## config.mk

```make
export PLATFORM = sky130hd
export DESIGN_NAME = pcs_ctrl_regs
export DESIGN_NICKNAME = d
export VERILOG_FILES = /design/src/rtl/pcs_ctrl_pkg.sv /design/src/rtl/pcs_rise_det.sv /design/src/rtl/pcs_ctrl_reg.sv /design/src/rtl/pcs_adv_reg.sv /design/src/rtl/pcs_status_unit.sv /design/src/rtl/pcs_ctrl_regs.sv
export SDC_FILE = /design/constraint.sdc
export NUM_CORES = 1
export LEC_CHECK = 0
export BUFFER_PORTS_ARGS = -buffer_cell sky130_fd_sc_hd__buf_2
export CELL_PAD_IN_SITES_DETAIL_PLACEMENT = 1
export CELL_PAD_IN_SITES_GLOBAL_PLACEMENT = 2
export CORE_ASPECT_RATIO = 1.1
export CORE_MARGIN = 2
export CORE_UTILIZATION = 25
export CTS_CLUSTER_SIZE = 10
export DETAILED_ROUTE_END_ITERATION = 10
export HOLD_SLACK_MARGIN = 0.15
export PLACE_DENSITY_LB_ADDON = 0.05
export SLEW_MARGIN = 30
export SYNTH_ARGS = -nofsm -noshare
export SYNTH_HDL_FRONTEND = slang
export SYNTH_SLANG_ARGS = --single-unit
export TNS_END_PERCENT = 20
```

## constraint.sdc

```tcl
create_clock -name clk -period 3.15 [get_ports clk]
set_clock_uncertainty 0.05 [all_clocks]
set_input_delay 0.63 -clock clk [delete_from_list [all_inputs] [get_ports clk]]
set_output_delay 0.63 -clock clk [all_outputs]
set_load 0.01 [all_outputs]
```

## src/rtl/pcs_ctrl_pkg.sv

```systemverilog
package pcs_ctrl_pkg;

    localparam int WORD_W  = 16;
    localparam int ADDR_W  = 5;
    localparam int CFG_W   = 6;
    localparam int PAUSE_W = 2;

    localparam logic [ADDR_W-1:0] ADDR_CTRL = 5'd0;
    localparam logic [ADDR_W-1:0] ADDR_STAT = 5'd1;
    localparam logic [ADDR_W-1:0] ADDR_ADV  = 5'd4;
    localparam logic [ADDR_W-1:0] ADDR_LP   = 5'd5;
    localparam logic [ADDR_W-1:0] ADDR_IRQ  = 5'd16;

    localparam int BIT_UNI     = 0;
    localparam int BIT_PD      = 2;
    localparam int BIT_ISO     = 3;
    localparam int BIT_ANE     = 4;
    localparam int BIT_RESTART = 9;

    localparam logic [CFG_W-1:0]  CFG_RESET = 6'b01_0000;
    localparam logic [WORD_W-1:0] ADV_FIXED = 16'h0001;
    localparam int LP_PAUSE_LSB = 7;

    localparam int STRB_CFG = 0;
    localparam int STRB_ADV = 1;
    localparam int STRB_RST = 2;
    localparam int STRB_N   = 3;

    typedef struct packed {
        logic [1:0] rf_type;
        logic [1:0] speed;
        logic       duplex;
        logic       phy_link;
        logic       not_in_tbl;
        logic       disp_err;
        logic       invalid;
        logic       idle_seen;
        logic       cfg_seen;
        logic       sync;
        logic       link;
    } lane_stat_t;

    function automatic logic [WORD_W-1:0] ctrl_word(input logic [CFG_W-1:0] cfg,
                                                    input logic restart);
        logic [WORD_W-1:0] w;
        w = '0;
        w[CFG_W-1:0]   = cfg;
        w[BIT_RESTART] = restart;
        return w;
    endfunction

    function automatic logic [WORD_W-1:0] pack_status(input lane_stat_t s,
                                                      input logic mac,
                                                      input logic rf_hold,
                                                      input logic [PAUSE_W-1:0] pause);
        return {pause, rf_hold, s.duplex, s.speed,
                (mac ? s.rf_type : 2'b00), s.phy_link, s.not_in_tbl,
                s.disp_err, s.invalid, s.idle_seen, s.cfg_seen, s.sync, s.link};
    endfunction

endpackage

```

## src/rtl/pcs_rise_det.sv

```systemverilog
module pcs_rise_det #(
    parameter int N = 1
) (
    input  logic         clk,
    input  logic         rst,
    input  logic [N-1:0] lvl,
    output logic [N-1:0] rise
);
    for (genvar i = 0; i < N; i++) begin : g_bit
        logic prev_q;
        always_ff @(posedge clk) begin
            if (rst) prev_q <= 1'b0;
            else     prev_q <= lvl[i];
        end
        assign rise[i] = lvl[i] & ~prev_q;
    end
endmodule

```

## src/rtl/pcs_ctrl_reg.sv

```systemverilog
module pcs_ctrl_reg
    import pcs_ctrl_pkg::*;
(
    input  logic             clk,
    input  logic             rst,
    input  logic             wr_en,
    input  logic [CFG_W-1:0] wr_bits,
    input  logic             wr_restart,
    input  logic             vec_load,
    input  logic [CFG_W-1:0] vec_bits,
    input  logic             restart_rise,
    output logic [CFG_W-1:0] cfg_q,
    output logic             restart_q
);
    logic [CFG_W-1:0] cfg_nxt;

    always_comb begin
        if (vec_load)   cfg_nxt = vec_bits;
        else if (wr_en) cfg_nxt = wr_bits;
        else            cfg_nxt = cfg_q;
        cfg_nxt[BIT_PD] = cfg_nxt[BIT_PD] | cfg_q[BIT_PD];
    end

    always_ff @(posedge clk) begin
        if (rst) begin
            cfg_q     <= CFG_RESET;
            restart_q <= 1'b0;
        end else begin
            cfg_q     <= cfg_nxt;
            restart_q <= ~restart_q & (restart_rise | (wr_en & wr_restart));
        end
    end
endmodule

```

## src/rtl/pcs_adv_reg.sv

```systemverilog
module pcs_adv_reg
    import pcs_ctrl_pkg::*;
(
    input  logic              clk,
    input  logic              rst,
    input  logic              mac_mode,
    input  logic              wr_en,
    input  logic [WORD_W-1:1] wr_bits,
    input  logic              vec_load,
    input  logic [WORD_W-1:1] vec_bits,
    output logic [WORD_W-1:0] adv_q
);
    logic [WORD_W-1:1] store_q;

    always_ff @(posedge clk) begin
        if (rst) begin
            store_q <= ADV_FIXED[WORD_W-1:1];
        end else if (!mac_mode) begin
            if (vec_load)   store_q <= vec_bits;
            else if (wr_en) store_q <= wr_bits;
        end
    end

    assign adv_q = mac_mode ? ADV_FIXED : {store_q, 1'b1};
endmodule

```

## src/rtl/pcs_status_unit.sv

```systemverilog
module pcs_status_unit
    import pcs_ctrl_pkg::*;
(
    input  logic               clk,
    input  logic               rst,
    input  logic               mac_mode,
    input  lane_stat_t         lane,
    input  logic               rf_event,
    input  logic               stat_read,
    input  logic [PAUSE_W-1:0] pause,
    input  logic               restart_q,
    input  logic               an_done,
    input  logic               irq_wr,
    input  logic [1:0]         irq_wbits,
    output logic [WORD_W-1:0]  status_word,
    output logic [1:0]         irq_reg,
    output logic               an_irq
);
    logic rf_q;
    logic pend_q;
    logic en_q;

    always_ff @(posedge clk) begin
        if (rst) begin
            rf_q   <= 1'b0;
            pend_q <= 1'b0;
            en_q   <= 1'b1;
        end else begin
            rf_q <= mac_mode & (rf_event | (rf_q & ~stat_read));
            if (restart_q)                    pend_q <= 1'b0;
            else if (an_done)                 pend_q <= 1'b1;
            else if (irq_wr && !irq_wbits[0]) pend_q <= 1'b0;
            if (irq_wr) en_q <= irq_wbits[1];
        end
    end

    assign status_word = pack_status(lane, mac_mode, rf_q & mac_mode, pause);
    assign irq_reg     = {en_q, pend_q};
    assign an_irq      = pend_q & en_q;
endmodule

```

## src/rtl/pcs_ctrl_regs.sv

```systemverilog
module pcs_ctrl_regs
    import pcs_ctrl_pkg::*;
(
    input  logic              clk,
    input  logic              rst,
    input  logic              mac_mode,
    input  logic              mgmt_wr,
    input  logic              mgmt_rd,
    input  logic [ADDR_W-1:0] mgmt_addr,
    input  logic [WORD_W-1:0] mgmt_wdata,
    output logic [WORD_W-1:0] mgmt_rdata,
    input  logic [CFG_W-1:0]  cfg_vec,
    input  logic              cfg_load,
    input  logic [WORD_W-1:0] adv_vec,
    input  logic              adv_load,
    input  logic              an_restart_req,
    input  logic              an_done,
    input  logic              link_ok,
    input  logic              sync_ok,
    input  logic              rx_cfg_seen,
    input  logic              rx_idle_seen,
    input  logic              rx_invalid,
    input  logic              rx_disp_err,
    input  logic              rx_not_in_tbl,
    input  logic              phy_link_up,
    input  logic [1:0]        rf_type,
    input  logic              rf_event,
    input  logic [1:0]        neg_speed,
    input  logic              neg_duplex,
    input  logic [WORD_W-1:0] lp_ability,
    output logic              ctl_unidir,
    output logic              ctl_pdown,
    output logic              ctl_isolate,
    output logic              ctl_an_en,
    output logic              an_restart,
    output logic [WORD_W-1:0] adv_word,
    output logic [WORD_W-1:0] status_word,
    output logic              an_irq
);
    logic [STRB_N-1:0] strobe_lvl;
    logic [STRB_N-1:0] strobe_rise;
    logic [CFG_W-1:0]  cfg_q;
    logic [1:0]        irq_reg;
    lane_stat_t        lane;
    logic              wr_ctrl, wr_adv, wr_irq, rd_stat;

    assign strobe_lvl[STRB_CFG] = cfg_load;
    assign strobe_lvl[STRB_ADV] = adv_load;
    assign strobe_lvl[STRB_RST] = an_restart_req;

    assign wr_ctrl = mgmt_wr && (mgmt_addr == ADDR_CTRL);
    assign wr_adv  = mgmt_wr && (mgmt_addr == ADDR_ADV);
    assign wr_irq  = mgmt_wr && (mgmt_addr == ADDR_IRQ);
    assign rd_stat = mgmt_rd && (mgmt_addr == ADDR_STAT);

    always_comb begin
        lane.rf_type    = rf_type;
        lane.speed      = neg_speed;
        lane.duplex     = neg_duplex;
        lane.phy_link   = phy_link_up;
        lane.not_in_tbl = rx_not_in_tbl;
        lane.disp_err   = rx_disp_err;
        lane.invalid    = rx_invalid;
        lane.idle_seen  = rx_idle_seen;
        lane.cfg_seen   = rx_cfg_seen;
        lane.sync       = sync_ok;
        lane.link       = link_ok;
    end

    pcs_rise_det #(.N(STRB_N)) u_edges (
        .clk  (clk),
        .rst  (rst),
        .lvl  (strobe_lvl),
        .rise (strobe_rise)
    );

    pcs_ctrl_reg u_ctrl (
        .clk          (clk),
        .rst          (rst),
        .wr_en        (wr_ctrl),
        .wr_bits      (mgmt_wdata[CFG_W-1:0]),
        .wr_restart   (mgmt_wdata[BIT_RESTART]),
        .vec_load     (strobe_rise[STRB_CFG]),
        .vec_bits     (cfg_vec),
        .restart_rise (strobe_rise[STRB_RST]),
        .cfg_q        (cfg_q),
        .restart_q    (an_restart)
    );

    pcs_adv_reg u_adv (
        .clk      (clk),
        .rst      (rst),
        .mac_mode (mac_mode),
        .wr_en    (wr_adv),
        .wr_bits  (mgmt_wdata[WORD_W-1:1]),
        .vec_load (strobe_rise[STRB_ADV]),
        .vec_bits (adv_vec[WORD_W-1:1]),
        .adv_q    (adv_word)
    );

    pcs_status_unit u_stat (
        .clk         (clk),
        .rst         (rst),
        .mac_mode    (mac_mode),
        .lane        (lane),
        .rf_event    (rf_event),
        .stat_read   (rd_stat),
        .pause       (lp_ability[LP_PAUSE_LSB+PAUSE_W-1:LP_PAUSE_LSB]),
        .restart_q   (an_restart),
        .an_done     (an_done),
        .irq_wr      (wr_irq),
        .irq_wbits   (mgmt_wdata[1:0]),
        .status_word (status_word),
        .irq_reg     (irq_reg),
        .an_irq      (an_irq)
    );

    assign ctl_unidir  = cfg_q[BIT_UNI];
    assign ctl_pdown   = cfg_q[BIT_PD];
    assign ctl_isolate = cfg_q[BIT_ISO];
    assign ctl_an_en   = cfg_q[BIT_ANE];

    always_comb begin
        case (mgmt_addr)
            ADDR_CTRL: mgmt_rdata = ctrl_word(cfg_q, an_restart);
            ADDR_STAT: mgmt_rdata = status_word;
            ADDR_ADV:  mgmt_rdata = adv_word;
            ADDR_LP:   mgmt_rdata = lp_ability;
            ADDR_IRQ:  mgmt_rdata = {{(WORD_W-2){1'b0}}, irq_reg};
            default:   mgmt_rdata = '0;
        endcase
    end
endmodule

```

== Word-level counts from Yosys, hierarchy flattened ==
Index checks and enable logic that the tools add are counted.

* Eq/ne operators: 4
* Mux-type cells: 9
* Bitwise operators: 18
* Reductions and logical operators: 12

{| class="wikitable"
|+ Operators with widths
! cell !! number
|-
| $pmux W16 S5 || 1
|-
| $mux W15 || 2
|-
| $mux W16 || 1
|-
| $mux W6 || 2
|-
| $eq A5 B3 Y1 const B || 2
|-
| $and A1 B1 Y1 || 9
|-
| $not A1 Y1 || 6
|-
| $reduce_bool A2 Y1 || 3
|-
| $eq A5 B1 Y1 const B || 1
|-
| $eq A5 B5 Y1 const B || 1
|-
| $logic_and A1 B1 Y1 || 5
|-
| $logic_not A5 Y1 || 1
|-
| $or A1 B1 Y1 || 3
|-
| $mux W1 || 2
|-
| $mux W2 || 1
|-
| $reduce_and A2 Y1 || 1
|-
| $reduce_or A2 Y1 || 1
|-
| $logic_not A1 Y1 || 1
|}

* Flip-flop bits (word level): 28
* Input bits: 82
* Output and inout bits: 54
* Word-level logic and storage cells: 53

== Logic depth before layout (Yosys ltp) ==
* Depth after elaboration: 6
* Depth in mapped cells: 6
* Depth with buffers taken out: 3

== Cells and area by module ==
From an unflattened synthesis, not the netlist that was laid out.

* Cell total of the unflattened synthesis: 219
* Area, all modules: 2,030.7 µm²

{| class="wikitable"
|+ By module, submodules not included
! module !! times used !! cells an instance !! area each (µm²) !! seq. area each (µm²)
|-
| pcs_adv_reg || 1 || 85 || 804.5 || 300.3
|-
| pcs_ctrl_regs || 1 || 64 || 553.0 || 0.0
|-
| pcs_ctrl_reg || 1 || 31 || 307.8 || 140.1
|-
| pcs_status_unit || 1 || 30 || 260.2 || 60.1
|-
| pcs_rise_det || 1 || 9 || 105.1 || 60.1
|}

== Worst setup path before layout ==
OpenSTA, ideal clock, no wires.

* Kind: input to output
* From: input port mgmt_addr[3]
* To: output port mgmt_rdata[2]
* Arrival time: 1.591 ns
* Required time: 2.470 ns
* Path slack: 0.879 ns
* Cell stages on the path: 6
* Path buffers: 3
* Cells stage by stage: buf_4 -> nor4b_4 -> buf_4 -> buf_6 -> nand3_1 -> nand4_1

* Longest elaborated chain between the ends: 2
* Elaborated cells between the ends (all ways): 6
* Classes of those cells: eq/ne (4); mux (1); reduce/logical (1)

{| class="wikitable"
|+ RTL lines
! what !! line !! RTL
|-
| start, declared || pcs_ctrl_regs.sv:9 || <nowiki>input logic [ADDR_W-1:0] mgmt_addr,</nowiki>
|-
| $eq A5 B5 Y1 (tied with other cells) || pcs_ctrl_regs.sv:124 || <nowiki>case (mgmt_addr)</nowiki>
|-
| $pmux W16 S5 (*) || pcs_ctrl_regs.sv:124 ||
|-
| end, declared || pcs_ctrl_regs.sv:11 || <nowiki>output logic [WORD_W-1:0] mgmt_rdata,</nowiki>
|}

Every way passes the cells marked *; elsewhere a longest branch is shown, timed or not.

== Worst setup path after layout ==
* From: input port mgmt_addr[4]
* To: output port mgmt_rdata[11]

Same word-level chain as after synthesis.

==> impl_metrics.tcl <==
set metrics [dict create \
    status "completed" \
    layout_min_cycle_time_ns 2.54 \
    drive_above_1_share_pct 48.2 \
    worstSetupPathType "input pin to output port" \
    pin_count_of_the_biggest_net_entering_global_routing 26 \
    die-height_um 102 \
    cp_data_required_time_ns 2.47 \
    hold_violations 0 \
    num_vias 2332 \
    drtIter0Drc 65 \
    report.final.setup_viol 0 \
    die_width_um 93.1 \
    async_flop_share_pct 0 \
    most_common_cell_after_layout_fill_and_taps_aside "buf_2" \
    tns_ns 0 \
    top_level_ports 136 \
    cts.root.buffer_cell "clkbuf_8" \
    startpoint_type "input pin" \
    grt_pass1_wl_um 12400 \
    synthesis.yosys.warnings 0 \
    worst_ep_arrival_time_ns 1.86 \
    core-area_um2 8410 \
    cellLeakagePower_nw 1.37 \
    number_of_buffers_inserted_to_repair_setup_after_cts 0 \
    finalNetCount 438 \
    clock_insertion_delay_worst_skew_ns 0.27 \
    grt_pass1_vias 2254 \
    grt_antenna_before_repair 0 \
    cts_repair_resized_insts 0 \
    relSlewSlack_pct 54.1 \
    place.detailed.hpwl_um 6620 \
    worst_vdd_rail_ir_drop_v 0.000126 \
    numPlacedInstances 462 \
    syn-num-nets 327 \
    post_synthesis_register_bit_count 28 \
    worst_path_fanout_max 9 \
    worst_pin_slew_ns 0.685 \
    first_pass_iters 4 \
    avgSynthCellArea_um2 8.91 \
    viasPerCell 5.00 \
    htreeDepth 1 \
    synth_cell_type_count 38 \
    instances_no_fill 466 \
    drv_cap 0 \
    buffer_ports.inserted 133 \
    fin_hold_ws_ns 0.473 \
    critPathLaunch "mgmt_addr[4]" \
    cts_inserted_buffers 3 \
    clkTransAtPathRegs_ns 0.10 \
    diodes 0 \
    fill_cells 1074 \
    globalplace.congestion 0.734 \
    ant_nets_after_route 0 \
    fp.dieArea_um2 9490 \
    regToRegStartpoint "u_edges.g_bit[1].prev_q$_SDFF_PP0_" \
    route.detailed.drc 0 \
    synth_cell_area_um2 2180 \
    grtUsageTotal_pct 16.7 \
    power_consumption_w 0.000942 \
    initial_core_util_pct 26.0 \
    synthToLayoutAreaGrowth_pct 31.8 \
    final-max-slew-violation-count 0 \
    synth_sequential_area_ratio_pct 25.7 \
    fin_util_pct 34.2 \
    dominantRegCellSynth "dfxtp_1" \
    floorplan.rows 35 \
    timing.hold.worst.class "flip-flop to flip-flop" \
    syn_inst 245 \
    route.detailed.wl_per_inst_um 17.7 \
    final_cell_mix "buf_2, dfxtp_1, nand3_1" \
    clock-sinks 28 \
    cellPowerDensity_nw_per_um2 328 \
    rsz_0062_raised_after_global_routing "false" \
    clock_tree.buffer_depth 2 \
    timing.critical_path.to_type "output port" \
    clock.fmax_mhz 393 \
    tritoncts "yes" \
    global_route.overflow_total 0 \
    period_share_pct 80.7 \
    hold_start "u_stat.en_q$_SDFFE_PP1P_" \
    cts_hold_repair.buffers 0 \
    wirelength_um 8250 \
    post_synth_edffs 0 \
]
-- area by class of cell --
type | count | area (um^2) | area share, %
Inverter | 5 | 18.8 | 0.653
Multi-Input combinational cell | 174 | 1340 | 46.5
Sequential cell | 28 | 561 | 19.5
Clock buffer | 3 | 41.3 | 1.44
Timing Repair Buffer | 144 | 748 | 26.0
Tap cell | 111 | 139 | 4.83
Clock inverter | 1 | 30.0 | 1.04
-- synth_stat cells, types with 2 or more instances --
master / number / share of area [%]
dfxtp_1: 28 / 26
nand3_1: 23 / 5.3
nor2b_1: 19 / 5.4
a211oi_1: 17 / 5.8
buf_4: 17 / 5.8
mux2i_1: 15 / 6.9
nand4_1: 15 / 4.3
a211oi_2: 14 / 8.0
a221o_1: 9 / 4.1
and3_1: 9 / 2.6
clkbuf_1: 8 / 1.4
o21ai_0: 8 / 1.8
and2_1: 7 / 2.0
buf_6: 7 / 3.6
a31oi_1: 5 / 1.4
inv_1: 5 / 0.86
nor2_1: 5 / 0.86
buf_2: 4 / 0.92
nand2b_1: 3 / 0.86
nor3_1: 3 / 0.69
nor3b_2: 3 / 1.7
nor4b_4: 3 / 3.3
a21oi_1: 2 / 0.46
a32oi_1: 2 / 0.80
-- per-stage QoR --
stage | worst slack (ns) | area [um^2]
floorplan | 0.879 | 2180
global placement | 0.603 | 2800
detailed placement | 0.600 | 2800
CTS | 0.600 | 2880
global route | 0.484 | 2880
finish | 0.608 | 2880
-- report_power, final --
group / internal [W] / leakage, nW / switching (W)
Sequential: 0.000378 / 0.231 / 0.0000246
Clock: 0.000170 / 0.0357 / 0.000114
Combinational: 0.000116 / 1.10 / 0.000139
-- flip-flops by register name (all words and copies together) (netlist names) --
signal                count
u_stat.pend_q             1
u_ctrl.restart_q          1
u_stat.en_q               1
u_adv.store_q            15
u_stat.rf_q               1
u_ctrl.cfg_q              6
u_edges.g_bit.prev_q      3
-- critical path, stage by stage --
cell,delay (ns)
buf_2,0.17
nor4b_4,0.33
and2_1,0.39
a221o_1,0.21
buf_2,0.13
-- cells by family (layout without fill, tap and decap cells) --
logic type / count (synthesis) / after routing / share of synthesized area, %
buffers and inverters: 43 / 153 / 13.0
other: 1 / 1 / 0.172
flip-flops: 28 / 28 / 25.7
AO/OA/AOI/OAI: 63 / 63 / 25.3
multiplexers: 15 / 15 / 6.88
AND/OR/NAND/NOR: 95 / 95 / 29.0
-- routing by layer --
layer | track usage (%) | share of wire, %
met5 | 0 | 0
met4 | 3.39 | 0.49
met2 | 26.5 | 47
met3 | 1.84 | 4.5
met1 | 24.7 | 48
-- path summary, 6_finish.rpt --
kind | slack (ns) | end | depth (start not counted)
min reg2reg | 0.47 | u_stat.en_q$_SDFFE_PP1P_ | 2
min | 0.47 | u_stat.en_q$_SDFFE_PP1P_ | 2
max | 0.61 | mgmt_rdata[11] | 5
max reg2reg | 1.58 | u_adv.store_q[4]$_SDFFE_PP0P_ | 4
No activity file was read; power rests on OpenSTA's default activity.
